==> src/rtl/pb_pkg.sv <==
package pb_pkg;
  typedef enum logic [2:0] {
    ST_INIT  = 3'd0,
    ST_IDLE  = 3'd1,
    ST_PLAY  = 3'd2,
    ST_MUTE  = 3'd3,
    ST_PAUSE = 3'd4
  } pb_state_e;

  localparam int NUM_CLASS = 4;
  localparam int CLS_W     = $clog2(NUM_CLASS);

  localparam int CL_IDLE  = 0;
  localparam int CL_PLAY  = 1;
  localparam int CL_PAUSE = 2;
  localparam int CL_MUTE  = 3;

  localparam int CMD_BOOT  = 0;
  localparam int CMD_PLAY  = 1;
  localparam int CMD_MUTE  = 2;
  localparam int CMD_PAUSE = 3;
  localparam int CMD_STOP  = 4;
endpackage

==> src/rtl/pb_fsm.sv <==
module pb_fsm
  import pb_pkg::*;
#(
  parameter int CMD_W = 8
) (
  input  logic                 clk,
  input  logic                 rst,
  input  logic [CMD_W-1:0]     cmd_code,
  input  logic                 cmd_trig,
  output pb_state_e            state_q,
  output logic                 accept,
  output logic                 reject,
  output logic [NUM_CLASS-1:0] cls_hit
);
  logic            legal;
  pb_state_e       dest;
  logic [CLS_W-1:0] dest_cls;

  always_comb begin
    legal    = 1'b0;
    dest     = state_q;
    dest_cls = '0;
    case (cmd_code)
      CMD_W'(CMD_BOOT): begin
        legal    = (state_q == ST_INIT);
        dest     = ST_IDLE;
        dest_cls = CLS_W'(CL_IDLE);
      end
      CMD_W'(CMD_PLAY): begin
        legal    = (state_q == ST_IDLE) || (state_q == ST_MUTE) || (state_q == ST_PAUSE);
        dest     = ST_PLAY;
        dest_cls = CLS_W'(CL_PLAY);
      end
      CMD_W'(CMD_MUTE): begin
        legal    = (state_q == ST_PLAY);
        dest     = ST_MUTE;
        dest_cls = CLS_W'(CL_MUTE);
      end
      CMD_W'(CMD_PAUSE): begin
        legal    = (state_q == ST_PLAY);
        dest     = ST_PAUSE;
        dest_cls = CLS_W'(CL_PAUSE);
      end
      CMD_W'(CMD_STOP): begin
        legal    = (state_q == ST_PLAY) || (state_q == ST_MUTE) || (state_q == ST_PAUSE);
        dest     = ST_IDLE;
        dest_cls = CLS_W'(CL_IDLE);
      end
      default: legal = 1'b0;
    endcase
  end

  assign accept = cmd_trig & legal;
  assign reject = cmd_trig & ~legal;

  for (genvar g = 0; g < NUM_CLASS; g++) begin : g_cls
    assign cls_hit[g] = accept && (dest_cls == CLS_W'(g));
  end

  always_ff @(posedge clk) begin
    if (rst)         state_q <= ST_INIT;
    else if (accept) state_q <= dest;
  end

  assert_reject_holds_R3: assert property (@(posedge clk) disable iff (rst)
    reject |=> $stable(state_q));
  assert_accept_moves_R2: assert property (@(posedge clk) disable iff (rst)
    accept |=> (state_q != $past(state_q)));
  assert_one_class_R4: assert property (@(posedge clk) disable iff (rst)
    $onehot0(cls_hit));
endmodule

==> src/rtl/pb_irq.sv <==
module pb_irq
  import pb_pkg::*;
(
  input  logic                 clk,
  input  logic                 rst,
  input  logic                 accept,
  input  logic                 reject,
  input  logic [NUM_CLASS-1:0] cls_hit,
  input  logic                 mask_wr,
  input  logic [NUM_CLASS-1:0] mask_din,
  input  logic                 en_wr,
  input  logic                 en_din,
  input  logic                 clr_trans,
  input  logic                 clr_err,
  output logic [NUM_CLASS-1:0] mask_q,
  output logic                 en_q,
  output logic                 trans_flag,
  output logic                 err_flag,
  output logic                 err_cmd,
  output logic                 irq
);
  logic [NUM_CLASS-1:0] hit_m;
  logic tf_nxt, ef_nxt, en_nxt, set_trans;

  for (genvar g = 0; g < NUM_CLASS; g++) begin : g_gate
    assign hit_m[g] = cls_hit[g] & mask_q[g];
  end
  assign set_trans = |hit_m;

  always_comb begin
    tf_nxt = trans_flag;
    if (set_trans)      tf_nxt = 1'b1;
    else if (clr_trans) tf_nxt = 1'b0;
    ef_nxt = err_flag;
    if (reject)         ef_nxt = 1'b1;
    else if (clr_err)   ef_nxt = 1'b0;
    en_nxt = en_wr ? en_din : en_q;
  end

  always_ff @(posedge clk) begin
    if (rst) begin
      mask_q     <= '0;
      en_q       <= 1'b0;
      trans_flag <= 1'b0;
      err_flag   <= 1'b0;
      err_cmd    <= 1'b0;
      irq        <= 1'b0;
    end else begin
      if (mask_wr) mask_q <= mask_din;
      en_q       <= en_nxt;
      trans_flag <= tf_nxt;
      err_flag   <= ef_nxt;
      if (reject)      err_cmd <= 1'b1;
      else if (accept) err_cmd <= 1'b0;
      irq        <= en_nxt & (tf_nxt | ef_nxt);
    end
  end

  assert_irq_gated_R7: assert property (@(posedge clk) disable iff (rst)
    !en_q |-> !irq);
  assert_flag_needs_mask_R4: assert property (@(posedge clk) disable iff (rst)
    $rose(trans_flag) |-> $past(set_trans));
  assert_set_wins_R6: assert property (@(posedge clk) disable iff (rst)
    set_trans |=> trans_flag);
  assert_clear_works_R6: assert property (@(posedge clk) disable iff (rst)
    (clr_trans && !set_trans) |=> !trans_flag);
  assert_err_raised_R3: assert property (@(posedge clk) disable iff (rst)
    reject |=> (err_flag && err_cmd));
endmodule

==> src/rtl/playback_ctrl.sv <==
module playback_ctrl
  import pb_pkg::*;
#(
  parameter int CMD_W   = 8,
  parameter int STATE_W = 16
) (
  input  logic                 clk,
  input  logic                 rst,
  input  logic [CMD_W-1:0]     cmd_code,
  input  logic                 cmd_trig,
  input  logic                 mask_wr,
  input  logic [NUM_CLASS-1:0] mask_din,
  input  logic                 irq_en_wr,
  input  logic                 irq_en_din,
  input  logic                 trans_flag_clr,
  input  logic                 err_flag_clr,
  output logic [STATE_W-1:0]   state_code,
  output logic [NUM_CLASS-1:0] mask_rd,
  output logic                 irq_en_rd,
  output logic                 trans_flag,
  output logic                 err_flag,
  output logic                 err_cmd,
  output logic                 irq,
  output logic                 playing
);
  pb_state_e            state_q;
  logic                 accept, reject;
  logic [NUM_CLASS-1:0] cls_hit;

  pb_fsm #(.CMD_W(CMD_W)) u_fsm (
    .clk      (clk),
    .rst      (rst),
    .cmd_code (cmd_code),
    .cmd_trig (cmd_trig),
    .state_q  (state_q),
    .accept   (accept),
    .reject   (reject),
    .cls_hit  (cls_hit)
  );

  pb_irq u_irq (
    .clk        (clk),
    .rst        (rst),
    .accept     (accept),
    .reject     (reject),
    .cls_hit    (cls_hit),
    .mask_wr    (mask_wr),
    .mask_din   (mask_din),
    .en_wr      (irq_en_wr),
    .en_din     (irq_en_din),
    .clr_trans  (trans_flag_clr),
    .clr_err    (err_flag_clr),
    .mask_q     (mask_rd),
    .en_q       (irq_en_rd),
    .trans_flag (trans_flag),
    .err_flag   (err_flag),
    .err_cmd    (err_cmd),
    .irq        (irq)
  );

  assign state_code = STATE_W'(state_q);
  assign playing    = (state_q == ST_PLAY);

  assert_trans_with_move_R5: assert property (@(posedge clk) disable iff (rst)
    $rose(trans_flag) |-> (state_q != $past(state_q)));
endmodule

==> config.mk <==
export PLATFORM = sky130hd
export DESIGN_NAME = playback_ctrl
export DESIGN_NICKNAME = d
export VERILOG_FILES = /design/src/rtl/pb_pkg.sv /design/src/rtl/pb_fsm.sv /design/src/rtl/pb_irq.sv /design/src/rtl/playback_ctrl.sv
export SDC_FILE = /design/constraint.sdc
export NUM_CORES = 1
export LEC_CHECK = 0
export BUFFER_PORTS_ARGS = -buffer_cell sky130_fd_sc_hd__buf_2
export CORE_MARGIN = 4
export CORE_UTILIZATION = 46
export DETAILED_ROUTE_END_ITERATION = 16
export GPL_TIMING_DRIVEN = 0
export PLACE_DENSITY = 0.81
export SKIP_CTS_REPAIR_TIMING = 1
export SYNTH_ARGS = -nofsm -noshare
export SYNTH_HDL_FRONTEND = slang
export SYNTH_SLANG_ARGS = --single-unit
==> constraint.sdc <==
create_clock -name clk -period 4.4 [get_ports clk]
set_input_delay 0.88 -clock clk [delete_from_list [all_inputs] [get_ports clk]]
set_output_delay 0.88 -clock clk [all_outputs]
set_load 0.005 [all_outputs]
## Yosys cells after proc, flatten, opt, wreduce, memory -nomap -nowiden

Index checks and enable logic that the tools add are counted.
W data, S select, Z words.

- Reductions and logical operators: 17
- Multiplexer cells: 10
- Eq/ne operators: 11
- Bitwise gates (word level): 9

Operators with widths:

| cell | count |
|---|---|
| $eq A8 B2 Y1 const B | 2 |
| $pmux W3 S4 | 1 |
| $eq A8 B1 Y1 const B | 1 |
| $eq A8 B3 Y1 const B | 1 |
| $logic_not A8 Y1 | 1 |
| $and A1 B1 Y1 | 7 |
| $mux W1 | 7 |
| $eq A3 B2 Y1 const B | 2 |
| $pmux W2 S3 | 1 |
| $eq A2 B2 Y1 const B | 2 |
| $logic_and A1 B1 Y1 | 4 |
| $logic_or A1 B1 Y1 | 4 |
| $pmux W1 S4 | 1 |
| $reduce_bool A4 Y1 | 1 |
| $reduce_or A2 Y1 | 2 |
| $reduce_or A4 Y1 | 1 |
| $eq A3 B1 Y1 const B | 1 |
| $eq A3 B3 Y1 const B | 1 |
| $logic_not A3 Y1 | 1 |
| $eq A2 B1 Y1 const B | 1 |
| $logic_not A2 Y1 | 1 |
| $reduce_and A2 Y1 | 1 |
| $reduce_bool A2 Y1 | 1 |
| $not A1 Y1 | 1 |
| $or A1 B1 Y1 | 1 |

- Output and inout port bits: 26
- Input bits: 20
- Word-level logic and storage cells: 54
- Register bits: 12

## Depth between registers and ports, before layout

Gate-level depths: netlist (run 1).

- Depth in word-level cells: 11
- Depth in mapped cells: 6
- Gate-level depth less buffers: 5

## Hierarchy

From an unflattened synthesis (run 1), not the netlist that was laid out.

- Cell total of the unflattened synthesis: 96
- Area total of the unflattened synthesis: 877.1 µm²

By module, submodules not included:

| module | instances | sequential area each (µm²) | cells each | area each (µm²) |
|---|---|---|---|---|
| pb_fsm | 1 | 60.1 | 48 | 422.9 |
| pb_irq | 1 | 180.2 | 33 | 340.3 |
| playback_ctrl | 1 | 0.0 | 15 | 113.9 |

## Worst setup path before layout (run 1)

No wires, ideal clock.

- Kind: input to register
- Start point: in cmd_code[1]
- End point: reg u_fsm.state_q[1]
- Setup slack: 2341 ps
- Arrival time: 1939 ps
- Setup time: 120 ps
- Stages on the path: 6
- Buffers on the path: 1
- Required time: 4280 ps
- Path through: buf_2 -> or3_1 -> a221oi_2 -> o21ai_1 -> nor2_2 -> o21ai_1

- Longest elaborated chain between the ends: 5
- Elaborated cells on any way between the ends: 12
- Classes of those cells: 4 x eq/ne; 2 x mux; 1 x bitwise; 5 x reduce/logical

RTL lines:

| item | RTL line | source |
|---|---|---|
| from (decl) | playback_ctrl.sv:9 | `input logic [CMD_W-1:0] cmd_code,` |
| $eq A8 B2 Y1 | pb_fsm.sv:23 | `case (cmd_code)` |
| $reduce_or A2 Y1 (no line) | n/a |  |
| $pmux W1 S4 | pb_fsm.sv:23 |  |
| $and A1 B1 Y1 | pb_fsm.sv:53 | `assign accept = cmd_trig & legal;` |
| $reduce_and A2 Y1 (no line) | n/a |  |
| to (signal assigned) | pb_fsm.sv:62 | `else if (accept) state_q <= dest;` |
| to (decl) | pb_fsm.sv:10 | `output pb_state_e state_q,` |

Several ways; a longest one is shown, not always the timed one.
A chain may end at the register's enable or synchronous reset.

## Worst setup path after layout (run 1)

Same ends and word-level chain as after synthesis.

==> results of run 1 <==
stage by stage:
| stage | util | std cells |
|---|---|---|
| 3_5_place_dp | 0.639 | 155 |
| 6_report | 0.653 | 158 |
| 3_3_place_gp | 0.639 | 155 |
| 4_1_cts | 0.653 | 158 |
| 2_1_floorplan | - | 110 |
| 5_1_grt | 0.653 | 158 |
area by class of cell:
type | count | area (um^2)
timing repair buffer | 29 | 145
inverter | 2 | 7.51
sequential | 12 | 240
fill | 144 | 547
buffer | 18 | 138
tap | 16 | 20.0
clock buffer | 3 | 22.5
multi-input combinational | 78 | 457
worst min-delay path: stages (launching register included):
cell     delay [ns]
dfxtp_1        0.31
nor2_1         0.10
nor3_1         0.05
flip-flops by register name, indices dropped and copies added (netlist names):
register / cells
u_irq.trans_flag: 1
u_irq.err_cmd: 1
u_irq.err_flag: 1
u_irq.en_q: 1
u_irq.mask_q: 4
u_irq.irq: 1
u_fsm.state_q: 3
layer usage:
layer | vias up | track usage | share of wire
li1 | 408 | - | -
met1 | 366 | 0.181 | 0.37
met2 | 40 | 0.297 | 0.53
met3 | 5 | 0.0572 | 0.091
met4 | 0 | 0.0553 | 0.0099
met5 | - | 0 | 0
cell usage in the layout, fill, tap and decap left out, types with 2 or more instances in the layout:
cell and n:
clkbuf_4 3, buf_6 2, mux2i_1 6, nor2_1 10, nor3b_1 2, o21ai_0 5, o21ai_1 5, dfxtp_1 12
a21oi_1 5, nor3_1 7, buf_4 13, conb_1 13, nand2_1 3, nand2b_1 3, buf_2 30
final timing paths:
kind	start	end	slack (ns)	depth (start not counted)
worst max-delay path	cmd_code[1]	u_fsm.state_q[1]$_SDFFE_PP0P_	2.36	7
worst max register to register	u_fsm.state_q[0]$_SDFFE_PP0P_	u_fsm.state_q[1]$_SDFFE_PP0P_	2.76	5
worst min register to register	u_irq.err_cmd$_SDFFE_PP0P_	u_irq.err_cmd$_SDFFE_PP0P_	0.49	2
worst min-delay path	u_irq.err_cmd$_SDFFE_PP0P_	u_irq.err_cmd$_SDFFE_PP0P_	0.49	2
power breakdown:
group / switching (W) / internal (W) / leakage, nW / total, W
clock: 0.0000349 / 0.0000317 / 0.0138 / 0.0000666
combinational: 0.0000244 / 0.0000275 / 0.406 / 0.0000519
sequential: 0.00000273 / 0.000113 / 0.0984 / 0.000116
total: 0.0000620 / 0.000172 / 0.518 / 0.000234
cell families (layout without fill, tap and decap cells):
| group | count (synthesis) | after routing | share of synthesized area |
|---|---|---|---|
| mux | 6 | 6 | 0.0754 |
| xor+xnor | 1 | 1 | 0.0110 |
| flops | 12 | 12 | 0.301 |
| compound gates | 21 | 21 | 0.160 |
| buf+inv | 20 | 52 | 0.182 |
| other cells | 1 | 13 | 0.00471 |
| simple gates | 37 | 37 | 0.265 |
==> results by group, run 1 <==
Run status
  – Outcome: finished clean

Synthesis
  – Synth area leader: dfxtp_1
  – Ys async rst share: 0
  – Top-count cell post-synth: buf_4
  – Synth unique cells: 37
  – Syn. warnings: 0
  – Post-synthesis sequential area ratio: 0.301
  – Post-Syn Area: 797 um^2
  – Synth top area cells: dfxtp_1 (30%), buf_4 (12%), mux2i_1 (7.5%)
  – Synth cell count leaders: buf_4 (13), dfxtp_1 (12), nor2_1 (10)
  – Post-synth top flop: dfxtp_1
  – Number of flops mapped to enable cells by yosys: 0
  – Mapped Cells: 98
  – Area share of the largest cell type after synthesis: 0.301
  – Syn avg cell area: 8.13 um^2
  – #FFs+latches synth: 12

GRT
  – First-pass GRT wire length: 3190 um
  – Initial antenna violation count: 0
  – Overflow after GRT: 0
  – GRT Overall Usage: 0.166
  – Maximum number of pins on one net before global-route repair: 11
  – Vias in the first global route: 751

Setup path
  – Critical path buffer and inverter count: 2
  – Worst setup SP type: primary input
  – Worst setup EP type: flop
  – Slowest-stage cell, CP: or3_1
  – Largest delay share family, worst path: simple AND/OR/NAND/NOR gates
  – Max incr delay on CP: around 0.34 ns
  – Req. time, crit path: 4.57 ns
  – Critical path type: primary input to flop
  – WP data arrival: about 2.2 ns
  – Worst Path Max Fanout: 10
  – CP cell instances: buf_2 > buf_2 > or3_1 > a221oi_2 > o21ai_1 > nor2_2 > o21ai_1

Place
  – Buffers on Ports: 29
  – DP Area: 1010 um^2
  – Final HPWL DP: roughly 1500 um
  – Place WS: 2.09 ns
  – GPL Wtd Cong: 0.775

Timing
  – Period Utilization, post-route: 0.465
  – Final setup fails: 0
  – Post-Route Setup TNS: 0 ns
  – Final WS setup: 2.36 ns
  – WHS: 0.493 ns
  – Hold Fails Final Rpt: 0
  – RSZ-0062 raised after global routing: false
  – Clock skew: 0.00891 ns
  – Fmax: 489 MHz
  – Final max-slew violation count: 0
  – Fin crit period: 2.04 ns

CTS
  – Clk_lat worst skew: 0.27 ns
  – Clk buf depth: 2
  – CTS Buf Count: 3
  – H-tree levels: 1
  – # clock sinks: 12
  – Worst-path clk slew: 0.07 ns
  – CTS tree: yes
  – CTS Root Cell: clkbuf_4

Detailed routing
  – Residual DRC: 0
  – DR iter-0 viols: 21
  – Via count: between 800 and 900
  – Wire per inst: 12.2 um
  – Vias/cell: just over 5
  – TritonRoute pass-1 iters: 4
  – Routed WL: 1930 um
  – Post-route ant nets: 0

Power
  – Cell area power density: 227 nW/um^2
  – VDD IR max: around 0.14 mV
  – Total Power: about 0.00023 W
  – Leak Pwr: slightly above 0.5 nW

Die
  – Initial core utilization: 0.506
  – Chip height: 49.6 um
  – Rows: 14
  – Die W: 49.6 um
  – Core area: 1580 um^2
  – I/O pin cnt: 46
  – Die footprint: 2460 um^2

Finish
  – Final instance area: 1030 um^2
  – Area added between synthesis and finish: 29.2%
  – Share of post-route cells with drive strength above 1: 0.394
  – NumNets Final: 164
  – ANT cells: 0

Min path
  – Worst hold-check path type: flop to flop

Job
  – Max-Cap Viols: 0
(Power assumes the default switching activity.)
==> inputs of run 2 (changes only) <==
ABC_AREA = 1   (was unset)
CORE_UTILIZATION = 42   (was 46)
PLACE_DENSITY = 0.75   (was 0.81)
clock period = 2 ns   (was 4.4 ns; I/O delays follow)
==> results by group, run 2 <==
Timing
  – Period Utilization, post-route: 0.708
  – Post-Route Setup TNS: 0 ns
  – Fmax: 706 MHz
  – RSZ-0062 raised after global routing: false
  – Fin crit period: 1.42 ns
  – WHS: 0.322 ns
  – Final WS setup: 0.584 ns
  – Clock skew: 0.000507 ns
  – Final setup fails: 0
  – Final max-slew violation count: 0
  – Hold Fails Final Rpt: 0

Synthesis
  – Xor/xnor share of the synthesized area: 0
  – Synth unique cells: 19
  – Synth top area cells: dfxtp_1 (31%), buf_4 (12%), nor2_1 (10%)
  – Post-synth top flop: dfxtp_1
  – Compound-Gate Fraction of Synth Area: 0.0573
  – Synth area leader: dfxtp_1
  – Largest family of logic cells by synthesized area: simple AND/OR/NAND/NOR gates
  – Post-synthesis sequential area ratio: 0.306
  – #FFs+latches synth: 12
  – Mapped Cells: 119
  – Post-Syn Area: 786 um^2
  – Synth Area in Adders: 0
  – Simple-gate share of the synthesized area: 0.417
  – Top-count cell post-synth: nor2_1
  – Synth cell count leaders: nor2_1 (21), nand2_1 (18), buf_4 (13)
  – Number of flops mapped to enable cells by yosys: 0
  – Mux contribution to synthesized area: 0
  – Syn. warnings: 0
  – Syn avg cell area: 6.60 um^2
  – Area share of the largest cell type after synthesis: 0.306
  – Ys async rst share: 0

Die
  – Rows: 15
  – Core area: 1750 um^2
  – Initial core utilization: 0.450
  – Die footprint: between 2000 and 3000 um^2
  – Die W: 51.3 um
  – I/O pin cnt: between 40 and 50
  – Chip height: between 50 and 60 um

CTS
  – Clk_lat worst skew: 0.27 ns
  – Worst-path clk slew: 0.08 ns
  – CTS tree: yes
  – CTS Root Cell: clkbuf_4
  – Clk buf depth: 2
  – CTS Buf Count: 3
  – # clock sinks: 12
  – H-tree levels: 1

Detailed routing
  – DR iter-0 viols: 13
  – Post-route ant nets: 0
  – TritonRoute pass-1 iters: 4
  – Vias/cell: 4.27
  – Residual DRC: 0
  – Via count: 819
  – Routed WL: roughly 1800 um
  – Wire per inst: between 9 and 10 um

Finish
  – NumNets Final: 188
  – Share of post-route cells with drive strength above 1: 0.419
  – Final Non-Filler Cells: between 150 and 200
  – Max reg flops: 4
  – Biggest regs: u_irq.mask_q x4, u_fsm.state_q x3
  – Area added between synthesis and finish: 34.7%
  – Most flop-heavy register: u_irq.mask_q
  – Commonest cells after routing, fill and taps aside: buf_2 (32), nor2_1 (21), nand2_1 (18), buf_4 (13), conb_1 (13)
  – Commonest non-fill, non-tap cell in the layout: buf_2
  – ANT cells: 0

Job
  – Max-Cap Viols: 0

GRT
  – Vias in the first global route: between 700 and 800
  – GRT Overall Usage: 0.145
  – First-pass GRT wire length: approximately 2900 um
  – Initial antenna violation count: 0
  – Overflow after GRT: 0
  – Maximum number of pins on one net before global-route repair: 9

Place
  – Buffers on Ports: 32
  – Placed cells: 188
  – GPL Wtd Cong: 0.733
  – Place WS: 0.372 ns
  – Final HPWL DP: 1480 um

Power
  – Leak Pwr: 0.627 nW
  – Cell area power density: 528 nW/um^2
  – VDD IR max: 0.363 mV
  – Total Power: 0.000559 W

Setup path
  – Critical path type: flop to primary output
  – Req. time, crit path: ~1.6 ns
  – WP data arrival: between 1 and 1.5 ns
  – Worst setup SP type: flop
  – Worst Path Max Fanout: 4
  – Worst setup EP type: primary output

Min path
  – Worst hold-check path type: primary input to flop

Run status
  – Outcome: finished clean
[run 2: cell families after synthesis]
group,count (synthesis)
compound gates,9
buf+inv,32
flops,12
other cells,1
simple gates,65
[run 2: area by class of cell]
cell class / instances / area (um^2)
Timing Repair Buffer: 32 / 160
Clock buffer: 4 / 36.3
Fill cell: 167 / 687
Buffer: 13 / 97.6
Multi-Input combinational cell: 87 / 422
Sequential cell: 12 / 240
Tap cell: 25 / 31.3
Inverter: 19 / 71.3
[run 2: final timing paths]
kind | startpoint | slack [ns] | cells past startpoint | end
max | u_fsm.state_q[2]$_SDFFE_PP0P_ | 0.58 | 4 | playing
min | rst | 0.32 | 2 | u_irq.err_flag$_SDFF_PP0_
max reg2reg | u_fsm.state_q[0]$_SDFFE_PP0P_ | 0.74 | 10 | u_fsm.state_q[2]$_SDFFE_PP0P_
min reg2reg | u_irq.trans_flag$_SDFF_PP0_ | 0.49 | 2 | u_irq.trans_flag$_SDFF_PP0_
[run 2: layer usage]
layer  routed length [um]  track usage
met4                   10       0.0393
met2                  914        0.275
met5                    0            0
met1                  683        0.158
met3                  142       0.0379
[run 2: where the power goes]
| part | total [W] | internal (W) | switching, W |
|---|---|---|---|
| clock network | 0.000195 | 0.000111 | 0.0000848 |
| registers | 0.000256 | 0.000250 | 0.00000598 |
| logic | 0.000107 | 0.0000516 | 0.0000558 |
| total | 0.000559 | 0.000412 | 0.000147 |
[run 2: worst max-delay path, stage by stage (launching register included)]
cell and delay (ns):
dfxtp_1 0.33, inv_1 0.11, nand2_1 0.07, nor2_1 0.12
buf_2 0.13
[run 2: metrics by stage]
step / util / cell area [um^2]
2_1_floorplan: - / 831
3_3_place_gp: 0.586 / 1020
3_5_place_dp: 0.586 / 1020
4_1_cts: 0.606 / 1060
5_1_grt: 0.606 / 1060
6_report: 0.606 / 1060
==> inputs of run 3 (changes only) <==
clock period = 1.4 ns   (was 2 ns; I/O delays follow)
==> results by group, run 3 (synthesis results as in run 2) <==
Run status
  – Outcome: finished clean

GRT
  – First-pass GRT wire length: 2940 um
  – Maximum number of pins on one net before global-route repair: 9
  – Overflow after GRT: 0
  – GRT Overall Usage: 0.145
  – Initial antenna violation count: 0
  – Vias in the first global route: 734

CTS
  – CTS Root Cell: clkbuf_4
  – CTS tree: yes
  – Worst-path clk slew: 0.08 ns
  – H-tree levels: 1
  – CTS Buf Count: 3
  – Clk buf depth: 2
  – # clock sinks: 12
  – Clk_lat worst skew: between 0.2 and 0.3 ns

Detailed routing
  – Residual DRC: 0
  – Via count: about 820
  – DR iter-0 viols: 15
  – Routed WL: approximately 1700 um
  – Vias/cell: 4.28
  – Post-route ant nets: 0
  – Wire per inst: between 9 and 10 um
  – TritonRoute pass-1 iters: 4

Finish
  – Max reg flops: 4
  – Biggest regs: u_irq.mask_q x4, u_fsm.state_q x3
  – Post-layout util: 0.608
  – Commonest cells after routing, fill and taps aside: buf_2 (32), nor2_1 (20), nand2_1 (18), buf_4 (13), conb_1 (13)
  – Share of post-route cells with drive strength above 1: 0.431
  – Commonest non-fill, non-tap cell in the layout: buf_2
  – Area added between synthesis and finish: 35.0%
  – NumNets Final: 188
  – Most flop-heavy register: u_irq.mask_q
  – ANT cells: 0
  – Final instance area: 1060 um^2

Setup path
  – Critical path type: flop to flop
  – Worst setup EP type: flop
  – Worst R2R End: u_fsm.state_q[1]$_SDFFE_PP0P_
  – Worst Path Max Fanout: 6
  – Reg-to-reg slack, setup: 0.13 ns
  – Largest delay share family, worst path: simple AND/OR/NAND/NOR gates
  – CP cell instances: nor2_1 > nor2_1 > a21oi_1 > nand2_1 > nand3_2 > nand2_2 > inv_2 > nand2_1 > nand2_1 > nor2_2
  – Cells on worst reg2reg path: 10
  – Max incr delay on CP: 0.36 ns
  – Critical path buffer and inverter count: 1
  – Slowest-stage cell, CP: dfxtp_1
  – Crit path from: u_fsm.state_q[0]$_SDFFE_PP0P_
  – WP data arrival: 1.44 ns
  – Worst setup SP type: flop
  – Crit path top cell by count: nand2_1
  – Req. time, crit path: approximately 1.6 ns
  – Reg-to-reg startpoint: u_fsm.state_q[0]$_SDFFE_PP0P_

Min path
  – Min-delay src: rst
  – Worst Hold Path EP: u_irq.err_flag$_SDFF_PP0_
  – WHS Path Cells: 2
  – Worst hold-check path type: primary input to flop

Power
  – VDD IR max: 0.518 mV
  – Total Power: around 0.0008 W
  – Cell area power density: 752 nW/um^2
  – Leak Pwr: about 0.63 nW

Job
  – Max-Cap Viols: 0

Place
  – GPL Wtd Cong: 0.733
  – Place WS: -0.108 ns
  – Final HPWL DP: 1480 um
  – DP Area: ~1000 um^2
  – Buffers on Ports: 32

Timing
  – Final max-slew violation count: 0
  – Clock skew: 0.000929 ns
  – Period Utilization, post-route: 0.907
  – Final WS setup: 0.131 ns
  – RSZ-0062 raised after global routing: false
  – Fin crit period: between 1 and 1.5 ns
  – Post-Route Setup TNS: 0 ns
  – Fmax: just under 800 MHz
  – Final setup fails: 0
  – Hold Fails Final Rpt: 0

Die
  – Die footprint: ~2600 um^2
  – I/O pin cnt: 46
  – Core area: 1750 um^2
  – Initial core utilization: 0.450
  – Rows: 15
  – Chip height: between 50 and 60 um
  – Die W: 51.3 um
## run 3: cell types whose count changed in the layout (fill, tap and decap cells not counted)
cell,before,now
inv_2,8,9
nor2_1,21,20
nor2_2,4,5
inv_1,11,10
## run 3: how the worst max path moves through the flow
stage,end,slack (ns),cells after the start
4_1_cts,playing,0.1,4
3_5_place_dp,u_fsm.state_q[2]$_SDFFE_PP0P_,-0.11,11
6_report,u_fsm.state_q[1]$_SDFFE_PP0P_,0.13,10
2_1_floorplan,u_fsm.state_q[1]$_SDFFE_PP0P_,0.15,12
3_3_place_gp,u_fsm.state_q[2]$_SDFFE_PP0P_,-0.06,11
5_1_grt,u_fsm.state_q[2]$_SDFFE_PP0P_,0.02,10
## run 3: final cells by class
class	count	area, um^2
inverters	19	71.3
well taps	25	31.3
repair buffers	32	160
multi-input cells	87	424
clock buffers	4	36.3
flip-flops and latches	12	240
plain buffers	13	97.6
fillers	166	684
## run 3: per-layer routing
layer	global-route usage	share of wire
met5	0	0
met4	0.0393	0.0057
met3	0.0379	0.071
met2	0.275	0.52
met1	0.158	0.41
## run 3: report_power, final
part	total [W]	switching (W)	leakage (nW)	internal (W)
Clock	0.000279	0.000121	0.0210	0.000158
Sequential	0.000365	0.00000861	0.0988	0.000357
Combinational	0.000153	0.0000796	0.507	0.0000737
Total	0.000798	0.000209	0.627	0.000589
## run 3: stage by stage
| stage | hold WS (ns) | cells |
|---|---|---|
| after floorplan | 0.349 | 131 |
| after global placement | 0.474 | 188 |
| after detailed placement | 0.480 | 188 |
| after CTS | 0.200 | 192 |
| after global routing | 0.218 | 192 |
| final | 0.203 | 192 |
